`config.mk`:
```
export PLATFORM = sky130hd
export DESIGN_NAME = bus_switch_ctrl
export DESIGN_NICKNAME = d
export VERILOG_FILES = /design/src/rtl/bsw_pkg.sv /design/src/rtl/bsw_conn_gate.sv /design/src/rtl/bsw_stuck_timer.sv /design/src/rtl/bsw_status.sv /design/src/rtl/bus_switch_ctrl.sv
export SDC_FILE = /design/constraint.sdc
export NUM_CORES = 1
export LEC_CHECK = 0
export BUFFER_PORTS_ARGS = -buffer_cell sky130_fd_sc_hd__buf_2
export CORE_MARGIN = 2
export CORE_UTILIZATION = 49
export DETAILED_ROUTE_END_ITERATION = 8
export PLACE_DENSITY_LB_ADDON = 0.3
export SYNTH_ARGS = -nofsm -noshare
export SYNTH_HDL_FRONTEND = slang
export SYNTH_SLANG_ARGS = --single-unit
```
`constraint.sdc`:
```
create_clock -name clk -period 2.35 [get_ports clk]
set_clock_uncertainty 0.15 [all_clocks]
set_input_delay 0 -clock clk [delete_from_list [all_inputs] [get_ports clk]]
set_output_delay 0 -clock clk [all_outputs]
set_load 0.01 [all_outputs]
```
`src/rtl/bsw_pkg.sv`:
```
package bsw_pkg;
   typedef enum logic [1:0] {
      REG_STATUS  = 2'd0,
      REG_CONNECT = 2'd1,
      REG_CONFIG  = 2'd2
   } bsw_reg_e;

   localparam int CFG_OVR_BIT    = 2;
   localparam int STAT_LINK_BIT  = 1;
   localparam int STAT_STUCK_BIT = 0;
   localparam int TMO_STEPS      = 4;
endpackage

```
`src/rtl/bsw_conn_gate.sv`:
```
module bsw_conn_gate #(
   parameter int NUM_CH = 2
) (
   input  logic              clk,
   input  logic              rst_n,
   input  logic              req_wr,
   input  logic [NUM_CH-1:0] req_bits,
   input  logic [NUM_CH-1:0] sda,
   input  logic [NUM_CH-1:0] scl,
   input  logic              override,
   input  logic              force_off,
   output logic [NUM_CH-1:0] ch_en,
   output logic              fail_evt
);
   logic [NUM_CH-1:0] refuse;

   for (genvar i = 0; i < NUM_CH; i++) begin : g_ch
      logic idle_hi;
      assign idle_hi   = sda[i] & scl[i];
      assign refuse[i] = req_wr & req_bits[i] & ~idle_hi & ~override;

      always_ff @(posedge clk or negedge rst_n) begin
         if (!rst_n) begin
            ch_en[i] <= 1'b0;
         end else if (force_off) begin
            ch_en[i] <= 1'b0;
         end else if (req_wr) begin
            if (!req_bits[i])
               ch_en[i] <= 1'b0;
            else if (idle_hi || override)
               ch_en[i] <= 1'b1;
         end
      end

      assert_conn_gated_R1: assert property (@(posedge clk) disable iff (!rst_n)
         (!$past(ch_en[i]) && ch_en[i]) |-> $past(req_wr && (override || (sda[i] && scl[i]))));
      assert_refuse_hold_R2: assert property (@(posedge clk) disable iff (!rst_n)
         (refuse[i] && !force_off) |=> ch_en[i] == $past(ch_en[i]));
   end

   assign fail_evt = |refuse;

   assert_ovr_no_fail_R3: assert property (@(posedge clk) disable iff (!rst_n)
      override |-> !fail_evt);
endmodule

```
`src/rtl/bsw_stuck_timer.sv`:
```
module bsw_stuck_timer #(
   parameter int PRESCALE = 4,
   parameter int TMO_BASE = 1024
) (
   input  logic       clk,
   input  logic       rst_n,
   input  logic [1:0] mode,
   input  logic       any_lo,
   input  logic       all_hi,
   output logic       hit
);
   localparam int TMAX = TMO_BASE * bsw_pkg::TMO_STEPS;
   localparam int TW   = $clog2(TMAX + 1);

   logic [TW-1:0] timer;
   logic [TW-1:0] limit;
   logic          enabled;
   logic          counting;
   logic          clear_cond;
   logic          tick;

   always_comb begin
      case (mode)
         2'd1:    limit = TW'(TMO_BASE);
         2'd2:    limit = TW'(TMO_BASE * 2);
         default: limit = TW'(TMAX);
      endcase
   end

   assign enabled    = (mode != 2'd0);
   assign clear_cond = !enabled || (!any_lo && all_hi);
   assign counting   = enabled && any_lo && (timer < limit);

   if (PRESCALE == 1) begin : g_nopre
      assign tick = counting;
   end else begin : g_pre
      localparam int PW = $clog2(PRESCALE);
      logic [PW-1:0] pre;
      always_ff @(posedge clk or negedge rst_n) begin
         if (!rst_n)
            pre <= '0;
         else if (clear_cond)
            pre <= '0;
         else if (counting)
            pre <= (pre == PW'(PRESCALE - 1)) ? '0 : pre + 1'b1;
      end
      assign tick = counting && (pre == PW'(PRESCALE - 1));
   end

   always_ff @(posedge clk or negedge rst_n) begin
      if (!rst_n)
         timer <= '0;
      else if (clear_cond)
         timer <= '0;
      else if (tick)
         timer <= timer + 1'b1;
   end

   assign hit = enabled && (timer >= limit);

   assert_mid_hold_R6: assert property (@(posedge clk) disable iff (!rst_n)
      (enabled && !any_lo && !all_hi) |=> $stable(timer));
   assert_hi_clear_R6: assert property (@(posedge clk) disable iff (!rst_n)
      (!any_lo && all_hi) |=> timer == '0);
   assert_mode_off_R5: assert property (@(posedge clk) disable iff (!rst_n)
      !enabled |=> timer == '0);
   assert_no_overflow_R5: assert property (@(posedge clk) disable iff (!rst_n)
      timer <= TW'(TMAX));
endmodule

```
`src/rtl/bsw_status.sv`:
```
module bsw_status (
   input  logic       clk,
   input  logic       rst_n,
   input  logic       clr_wr,
   input  logic [1:0] clr_bits,
   input  logic       fail_evt,
   input  logic       hit,
   output logic       link_ok,
   output logic       stuck_flag,
   output logic       alert_n
);
   always_ff @(posedge clk or negedge rst_n) begin
      if (!rst_n) begin
         link_ok    <= 1'b1;
         stuck_flag <= 1'b0;
      end else begin
         if (fail_evt)
            link_ok <= 1'b0;
         else if (clr_wr && clr_bits[bsw_pkg::STAT_LINK_BIT])
            link_ok <= 1'b1;

         if (hit)
            stuck_flag <= 1'b1;
         else if (clr_wr && clr_bits[bsw_pkg::STAT_STUCK_BIT])
            stuck_flag <= 1'b0;
      end
   end

   assign alert_n = link_ok && !stuck_flag;

   assert_fail_latch_R2: assert property (@(posedge clk) disable iff (!rst_n)
      fail_evt |=> !link_ok);
   assert_stuck_set_R7: assert property (@(posedge clk) disable iff (!rst_n)
      hit |=> stuck_flag);
   assert_link_sticky_R8: assert property (@(posedge clk) disable iff (!rst_n)
      (!link_ok && !clr_wr) |=> !link_ok);
endmodule

```
`src/rtl/bus_switch_ctrl.sv`:
```
module bus_switch_ctrl #(
   parameter int NUM_CH   = 2,
   parameter int ADDR_W   = 2,
   parameter int DATA_W   = 8,
   parameter int PRESCALE = 4,
   parameter int TMO_BASE = 1024
) (
   input  logic              clk,
   input  logic              rst_n,
   input  logic              wr_en,
   input  logic [ADDR_W-1:0] wr_addr,
   input  logic [DATA_W-1:0] wr_data,
   input  logic [NUM_CH-1:0] ch_sda,
   input  logic [NUM_CH-1:0] ch_scl,
   input  logic [1:0]        node_lo,
   input  logic [1:0]        node_hi,
   output logic [NUM_CH-1:0] ch_en,
   output logic              link_ok,
   output logic              stuck_flag,
   output logic              alert_n
);
   import bsw_pkg::*;

   if (NUM_CH < 1 || NUM_CH > DATA_W) begin : g_chk_ch
      $error("NUM_CH must lie in 1..DATA_W");
   end
   if (DATA_W <= CFG_OVR_BIT) begin : g_chk_dw
      $error("DATA_W too narrow for config fields");
   end
   if (ADDR_W < 2) begin : g_chk_aw
      $error("ADDR_W must be at least 2");
   end
   if (PRESCALE < 1 || TMO_BASE < 1) begin : g_chk_tmo
      $error("PRESCALE and TMO_BASE must be positive");
   end

   logic       wr_status, wr_connect, wr_config;
   logic [1:0] cfg_mode;
   logic       cfg_ovr;
   logic       any_lo, all_hi;
   logic       hit, fail_evt;

   assign wr_status  = wr_en && (wr_addr == ADDR_W'(REG_STATUS));
   assign wr_connect = wr_en && (wr_addr == ADDR_W'(REG_CONNECT));
   assign wr_config  = wr_en && (wr_addr == ADDR_W'(REG_CONFIG));

   always_ff @(posedge clk or negedge rst_n) begin
      if (!rst_n) begin
         cfg_mode <= 2'd0;
         cfg_ovr  <= 1'b0;
      end else if (wr_config) begin
         cfg_mode <= wr_data[1:0];
         cfg_ovr  <= wr_data[CFG_OVR_BIT];
      end
   end

   assign any_lo = |node_lo;
   assign all_hi = &node_hi;

   bsw_conn_gate #(.NUM_CH(NUM_CH)) u_gate (
      .clk      (clk),
      .rst_n    (rst_n),
      .req_wr   (wr_connect),
      .req_bits (wr_data[NUM_CH-1:0]),
      .sda      (ch_sda),
      .scl      (ch_scl),
      .override (cfg_ovr),
      .force_off(hit),
      .ch_en    (ch_en),
      .fail_evt (fail_evt)
   );

   bsw_stuck_timer #(.PRESCALE(PRESCALE), .TMO_BASE(TMO_BASE)) u_timer (
      .clk   (clk),
      .rst_n (rst_n),
      .mode  (cfg_mode),
      .any_lo(any_lo),
      .all_hi(all_hi),
      .hit   (hit)
   );

   bsw_status u_status (
      .clk       (clk),
      .rst_n     (rst_n),
      .clr_wr    (wr_status),
      .clr_bits  (wr_data[1:0]),
      .fail_evt  (fail_evt),
      .hit       (hit),
      .link_ok   (link_ok),
      .stuck_flag(stuck_flag),
      .alert_n   (alert_n)
   );

   assert_timeout_open_R7: assert property (@(posedge clk) disable iff (!rst_n)
      hit |=> (ch_en == '0) && !alert_n);
   assert_alert_src_R8: assert property (@(posedge clk) disable iff (!rst_n)
      !alert_n |-> (!link_ok || stuck_flag));
endmodule

```
==> results of run 1 <==
## sequential cells by signal (all words and copies together), names as in the netlist
name                 flops
cfg_mode                 2
cfg_ovr                  1
u_gate.ch_en             2
u_status.link_ok         1
u_status.stuck_flag      1
u_timer.g_pre.pre        2
u_timer.timer           13
## where the power goes
part,switching (mW),internal [mW]
logic,0.249,0.251
clock network,0.121,0.0947
registers,0.0316,0.427
## metal layers
layer / vias up / global-route usage / share of wire
met5: - / 0 / 0
met1: 627 / 0.3138 / 0.43
met2: 40 / 0.4370 / 0.52
met3: 9 / 0.02326 / 0.031
li1: 605 / - / -
met4: 0 / 0.08503 / 0.022
## critical path: stages, from the launching register on
cell and delay, ns:
dfrtp_1 0.41, inv_2 0.10, ha_4 0.21, ha_4 0.22
a21o_1 0.17, or4_4 0.54, buf_6 0.16, or3_4 0.32
a21oi_2 0.13
## through the flow
| stage | instances | worst slack (ns) |
|---|---|---|
| floorplan | 136 | -0.01684 |
| global placement | 192 | -0.05223 |
| finish | 213 | -0.1300 |
| CTS | 212 | -0.1492 |
| detailed placement | 192 | -0.1312 |
| global route | 213 | -0.1538 |
## layout make-up
class | instances | area share
Multi-Input combinational cell | 102 | 0.4444
Sequential cell | 22 | 0.3086
Timing Repair Buffer | 46 | 0.1868
Tap cell | 30 | 0.02099
Clock buffer | 4 | 0.02029
Inverter | 9 | 0.01889
## repair_timing
action                     CTS  global route
setup buffers                2             1
hold buffers                14             0
pin swaps                    6             4
resized for setup           11             4
hold endpoints to repair    37             0
setup endpoints to repair    7            12
## final timing paths
kind	start	end	slack, ns	cells after the start
hold / removal	rst_n	u_timer.timer[1]	0.02	2
setup / recovery	cfg_mode[0]	u_timer.timer[4]	-0.13	8
hold reg to reg	u_status.stuck_flag	u_status.stuck_flag	0.37	2
max in group asynchronous	rst_n	u_status.link_ok	1.67	2
min in group clk	ch_scl[1]	u_gate.ch_en[1]	0.03	4
setup reg to reg	cfg_mode[0]	u_timer.timer[4]	-0.13	8
## logic make-up (layout without fill, tap and decap cells)
kind of cell,count (synthesis),after routing,synth area share
AO/OA/AOI/OAI,26,26,0.1282
adder cells (fa/ha/maj),9,9,0.08483
AND/OR/NAND/NOR,58,58,0.2611
multiplexers,9,9,0.07069
buffers and inverters,12,59,0.03958
flip-flops,22,22,0.4156
## cell usage in the layout, fill, tap and decap left out, drive strengths merged, types with 3 or more instances in the layout
master	n
buf	32
dfrtp	21
nand2	14
dlygate4sd3	14
inv	9
a21oi	9
ha	9
nand4	7
nand3	7
mux2i	6
nor2	5
a31oi	4
and4	4
or3	4
or4	4
clkbuf	4
mux2	3
o21ai	3
o31ai	3
==> results.toml, run 1 <==
[outcome]
status = "finished with violations"
violations = "negative setup slack"

[worst_setup_path]
crit_required_ns = 2.45
critPathArrivalTime_ns = 2.58
critical_path.startpoint_type = "flip-flop"
crit_type = "reg -> reg"
cp-end-kind = "flip-flop"
critPathMaxFanout = 7

[drt]
drc = 0
first_pass_iters = 4
routed_wl_um = 3723
routedWlPerCell_um = 17.48
drt_iter0_markers = 36
ant_nets = 0
vias_per_cell = 6.014
vias = 1281

[power_and_ir_drop]
p_total_mw = 1.175
max-vdd-ir-drop_mv = 0.4840
powerDensity_nw_per_um2 = 657.1
p_leak_nw = 0.8449

[logic_synthesis]
yosysMostFrequentCell = "dfrtp_1"
yosys_warnings = 0
synth_nets = 166
ys_ff_latch = 22
synth_area_sq_um = 1328
synth_top_area_share = 0.3959
synth_common_cells = "dfrtp_1, nand2_1, a21oi_1, ha_1, inv_1"
synth-async-reset-ratio = 1.000
synth_edf_count = 0
synth-main-ff-cell = "dfrtp_1"
avgSynthCellArea_sq_um = 9.761
syn_inst = 136
synthTopCellsByArea = "dfrtp_1, ha_1, mux2i_1"
ys_types = 33
yosysTopAreaCell = "dfrtp_1"
seq_area_frac_synth = 0.4156

[clock_network]
cts_tree = "built"
cts_max_path_buffers = 2
cts_root_buf = "clkbuf_4"
clk_latency_ns = 0.31
clk_pin_slew_ns = 0.13
htreeDepth = 1
cts_buffers = 3
cts.sinks = 22

[sta]
rsz0062_at_grt = "yes"
hold_slack_ns = 0.02245
slew_headroom = 0.6574
drv_slew = 0
setup_ws_ns = -0.1300
period_needed_ns = 2.480
period_share = 1.055
clock.fmax_mhz = 403.2
fin_setup_tns_ns = -0.5638
final_hold_viol_count = 0
worst_pin_slew_ns = 0.5139
setup_viol = 7

[global_route]
grt_pass1_wl_um = 5996
grt.total_usage = 0.2474
grt_overflow = 0
grt_max_degree = 23
antenna_found_initial = 0
grt_pass1_vias = 1238

[cells_and_area]
fin_util = 0.7088
nNetsFinal = 214
ff_latch_area_sq_um = 551.8
fill_cells = 179
final_area_sq_um = 1788
areaGrowthSynthToFinish_pct = 34.68
multi_input_area_sq_um = 794.5
num_antenna_cells = 0
drive_gt1_frac = 0.3169

[placement]
io_buffers = 20
dp_hpwl_um = 2243
gp_congestion = 0.8753
place_area_sq_um = 1539

[die]
die_h_um = 56.05
dieArea_sq_um = 3142
rows = 18
initial_utilization = 0.5263
design.core.area_sq_um = 2522
num_io_pins = 26
die_x_um = 56.05

[hold_path]
hp-class = "in -> async"

[flow_run]
max_cap_violations = 0
Power figures use the tool's default switching activity.
==> inputs of run 2 (changes only) <==
- GPL_TIMING_DRIVEN: unset -> 0
==> run 2 against run 1 <==
  * The run still ends with negative setup slack left
  * Sequential cell count stayed put
  * Power is 0.54% lower
  * Fmax is 0.28% lower
  * First-iteration DRC count is 36% higher
  * Die area stayed put
  * Largest cell class unchanged
==> results.toml, run 2 (same netlist as run 1, synthesis figures left out) <==
[placement]
gp_congestion = 0.8569
dp_hpwl_um = 2151
io_buffers = 20

[cells_and_area]
regMostFlops = "u_timer.timer"
fill_cells = 182
areaGrowthSynthToFinish_pct = 36.00
drive_gt1_frac = 0.3043
nNetsFinal = 215
largest_reg_flops = 13
fin_util = 0.7158
layout_common_cells = "dfrtp_1, buf_2, dlygate4sd3_1"
num_antenna_cells = 0

[worst_setup_path]
cp-end-kind = "flip-flop"
critPathMaxFanout = 7
crit_chain = "inv_2 -> ha_4 -> ha_4 -> a21o_1 -> or4_4 -> or4_1 -> a21oi_1"
critPathArrivalTime_ns = 2.59
critPathSlowestCell = "or4_4"
r2r_cells = 7
timing.critical_path.slowest_cell_delay_ns = 0.53
crit_required_ns = 2.45
path_depth = 7
critical_path.startpoint_type = "flip-flop"
crit_buf_inv = 1
crit_type = "reg -> reg"
cp_top_family = "simple AND/OR/NAND/NOR gates"
cpMostUsedCell = "ha_4"

[global_route]
antenna_found_initial = 0
grt_pass1_vias = 1210
grt_pass1_wl_um = 5927
grt_overflow = 0
grt.total_usage = 0.2400
grt_max_degree = 23

[sta]
rsz0062_at_grt = "yes"
clock.fmax_mhz = 402.1
setup_viol = 7
slew_headroom = 0.4858
drv_slew = 0
final_hold_viol_count = 0
period_needed_ns = 2.487
period_share = 1.058
setup_ws_ns = -0.1369
worst_pin_slew_ns = 0.7677

[die]
dieArea_sq_um = 3142
die_x_um = 56.05
initial_utilization = 0.5263
die_h_um = 56.05
rows = 18
design.core.area_sq_um = 2522
num_io_pins = 26

[clock_network]
cts_tree = "built"
cts_buffers = 3
cts_root_buf = "clkbuf_4"
htreeDepth = 1
clk_pin_slew_ns = 0.13
clk_latency_ns = 0.31
cts_max_path_buffers = 2
cts.sinks = 22

[drt]
routed_wl_um = 3881
drc = 0
routedWlPerCell_um = 18.14
first_pass_iters = 4
vias = 1292
drt_iter0_markers = 49
ant_nets = 0
vias_per_cell = 6.037

[power_and_ir_drop]
powerDensity_nw_per_um2 = 647.2
p_leak_nw = 0.8506
max-vdd-ir-drop_mv = 0.4537
p_total_mw = 1.168

[outcome]
status = "finished with violations"
violations = "negative setup slack"

[flow_run]
max_cap_violations = 0

[hold_path]
hp-class = "in -> async"
-- run 2: cell count changes in the layout (fill, tap and decap cells not counted), moves of 2 or more --
cell           before  now
buf_4              11    5
or3_1               3    0
or3_4               1    4
buf_6               1    3
clkbuf_1            0    2
dlygate4sd3_1      14   16
-- run 2: path summary, 6_finish.rpt --
check	from	end	slack [ns]
setup / recovery	cfg_mode[1]	u_timer.timer[8]	-0.14
hold / removal	rst_n	u_timer.timer[0]	0.02
setup reg to reg	cfg_mode[1]	u_timer.timer[8]	-0.14
hold reg to reg	u_status.stuck_flag	u_status.stuck_flag	0.36
max in group asynchronous	rst_n	u_status.link_ok	1.66
min in group clk	ch_scl[0]	u_gate.ch_en[0]	0.08
-- run 2: power breakdown --
part,internal (mW),switching (mW)
Combinational,0.242,0.248
Sequential,0.427,0.0365
Clock,0.0947,0.120
Total,0.764,0.405
-- run 2: layer usage --
layer | global-route usage | part of all wire | vias up
met1 | 0.3177 | 0.42 | 635
li1 | - | - | 601
met5 | 0 | 0 | -
met3 | 0.04186 | 0.044 | 14
met2 | 0.3832 | 0.50 | 42
met4 | 0.1054 | 0.030 | 0
-- run 2: per-stage QoR --
step	setup TNS [ns]	instance area, sq um	cells	hold WS [ns]	setup WS (ns)
6_report	-0.6414	1805	214	0.01922	-0.1369
5_1_grt	-1.076	1805	214	0.06402	-0.1747
4_1_cts	-0.3328	1738	210	0.0004121	-0.09047
3_5_place_dp	-1.567	1490	186	-0.1537	-0.1631
3_3_place_gp	-0.8065	1490	186	-0.1641	-0.09466
2_1_floorplan	-0.03364	1353	136	-0.4456	-0.01684
-- run 2: layout make-up --
cell class                 instances  area (sq um)  share of cell area
clock buffer                       4         36.28             0.02010
buffer                             3         18.77             0.01040
timing repair buffer              44         325.3              0.1802
inverter                           9         33.78             0.01871
tap                               30         37.54             0.02079
sequential                        22         551.8              0.3056
multi-input combinational        102         802.0              0.4442
-- run 2: what timing repair did --
item | 4_1_cts | 5_1_grt
pin swaps | 6 | 6
hold buffers | 15 | 1
endpoints found under the setup margin | 14 | 14
endpoints found under the hold margin | 36 | 1
buffers inserted | 4 | 3
cloned | 1 | 0
gates resized for setup | 4 | 10
==> inputs of run 3 (changes only) <==
==> constraint.sdc (replaced) <==
create_clock -name clk -period 2.35 [get_ports clk]
set_clock_uncertainty 0.15 [all_clocks]
set_input_delay 0.47 -clock clk [delete_from_list [all_inputs] [get_ports clk]]
set_output_delay 0.47 -clock clk [all_outputs]
set_load 0.01 [all_outputs]
==> run 3 against run 2 <==
  * The flow still finishes with violations (negative setup slack)
  * Wire length fell by 23%
  * Fmax grew 1.6%
  * Power is 7.1% lower
  * First-iteration DRC count up 12%
  * Largest cell class unchanged
==> results.toml, run 3 (same netlist as run 1, synthesis figures left out) <==
[sta]
setup_ws_ns = -0.09681
period_share = 1.041
clock.fmax_mhz = 408.7
period_needed_ns = 2.447
final_hold_viol_count = 0
rsz0062_at_grt = "yes"
worst_pin_slew_ns = 0.7634
drv_slew = 0
setup_viol = 6
slew_headroom = 0.4887

[global_route]
grt_overflow = 0
antenna_found_initial = 0
grt_max_degree = 23
grt_pass1_wl_um = 5078
grt.total_usage = 0.2017
grt_pass1_vias = 1109

[power_and_ir_drop]
p_leak_nw = 0.7745
p_total_mw = 1.085
max-vdd-ir-drop_mv = 0.4586
powerDensity_nw_per_um2 = 667.8

[clock_network]
cts.sinks = 22
clk_pin_slew_ns = 0.13
clk_latency_ns = 0.31
cts_tree = "built"
cts_buffers = 3
htreeDepth = 1
cts_max_path_buffers = 2
cts_root_buf = "clkbuf_4"

[drt]
routed_wl_um = 2985
vias = 1168
drt_iter0_markers = 55
first_pass_iters = 4
vias_per_cell = 5.899
ant_nets = 0
drc = 0
routedWlPerCell_um = 15.08

[hold_path]
hp-class = "in -> reg"

[placement]
io_buffers = 20
dp_hpwl_um = 2151
gp_congestion = 0.8569
place_ws_ns = -0.1631

[cells_and_area]
areaGrowthSynthToFinish_pct = 22.43
regMostFlops = "u_timer.timer"
largest_reg_flops = 13
drive_gt1_frac = 0.3095
fin_util = 0.6443
num_antenna_cells = 0
nNetsFinal = 199
layout_common_cells = "dfrtp_1, buf_2, nand2_1"

[worst_setup_path]
cp-end-kind = "flip-flop"
critPathArrivalTime_ns = 2.55
critical_path.startpoint_type = "flip-flop"
crit_type = "reg -> reg"
crit_required_ns = 2.45
critPathMaxFanout = 7

[die]
initial_utilization = 0.5263
dieArea_sq_um = 3142
die_x_um = 56.05
num_io_pins = 26
die_h_um = 56.05
rows = 18
design.core.area_sq_um = 2522

[outcome]
violations = "negative setup slack"
status = "finished with violations"

[flow_run]
max_cap_violations = 0
run 3: repair_timing:
action | CTS | global route
pin swaps | 6 | 4
endpoints found under the setup margin | 14 | 14
cloned | 1 | 0
buffers inserted | 4 | 2
hold buffers | 1 | 0
endpoints found under the hold margin | 21 | 0
resized for setup | 4 | 5
run 3: stage by stage:
stage / instances / hold WS [ns] / TNS (ns) / area [sq um]
finish: 198 / 0.2412 / -0.3837 / 1625
global route: 198 / 0.2409 / -0.8165 / 1625
CTS: 196 / 0.2456 / -0.3328 / 1598
detailed placement: 186 / 0.3163 / -1.567 / 1490
global placement: 186 / 0.3059 / -0.8065 / 1490
floorplan: 136 / 0.02441 / -0.03364 / 1353
run 3: per-layer routing:
metal | global-route usage | routed length, um | up-vias
li1 | - | - | 570
met1 | 0.2870 | 1429 | 565
met2 | 0.3126 | 1423 | 29
met3 | 0.04186 | 110 | 4
met4 | 0.05102 | 22 | 0
met5 | 0 | 0 | -
run 3: area by class of cell:
cell class	count	area (sq um)
plain buffers	3	18.77
clock buffers	4	36.28
fillers	216	897.1
inverters	9	33.78
multi-input cells	102	787.0
flip-flops and latches	22	551.8
well taps	30	37.54
repair buffers	28	160.2
run 3: power by group:
part | switching (mW) | internal [mW] | total (mW)
clock | 0.117 | 0.0947 | 0.211
sequential | 0.0321 | 0.427 | 0.459
combinational | 0.220 | 0.195 | 0.415
run 3: worst paths after layout:
check                                     from                    to  slack (ns)  cells after the start
max                                cfg_mode[1]  u_timer.g_pre.pre[0]        -0.1                      8
min                                 wr_data[2]               cfg_ovr        0.24                      2
max reg2reg                        cfg_mode[1]  u_timer.g_pre.pre[0]        -0.1                      8
min reg2reg                u_status.stuck_flag   u_status.stuck_flag        0.37                      2
max in group asynchronous                rst_n      u_status.link_ok        1.20                      2
min in group asynchronous                rst_n      u_timer.timer[0]        0.48                      2
run 3: critical path, stage by stage, from the launching register on:
cell and delay [ns]:
dfrtp_1 0.41, inv_2 0.07, ha_4 0.27, ha_4 0.19, a21o_1 0.17, or4_4 0.53
buf_6 0.16, or3_1 0.33, a21oi_2 0.13
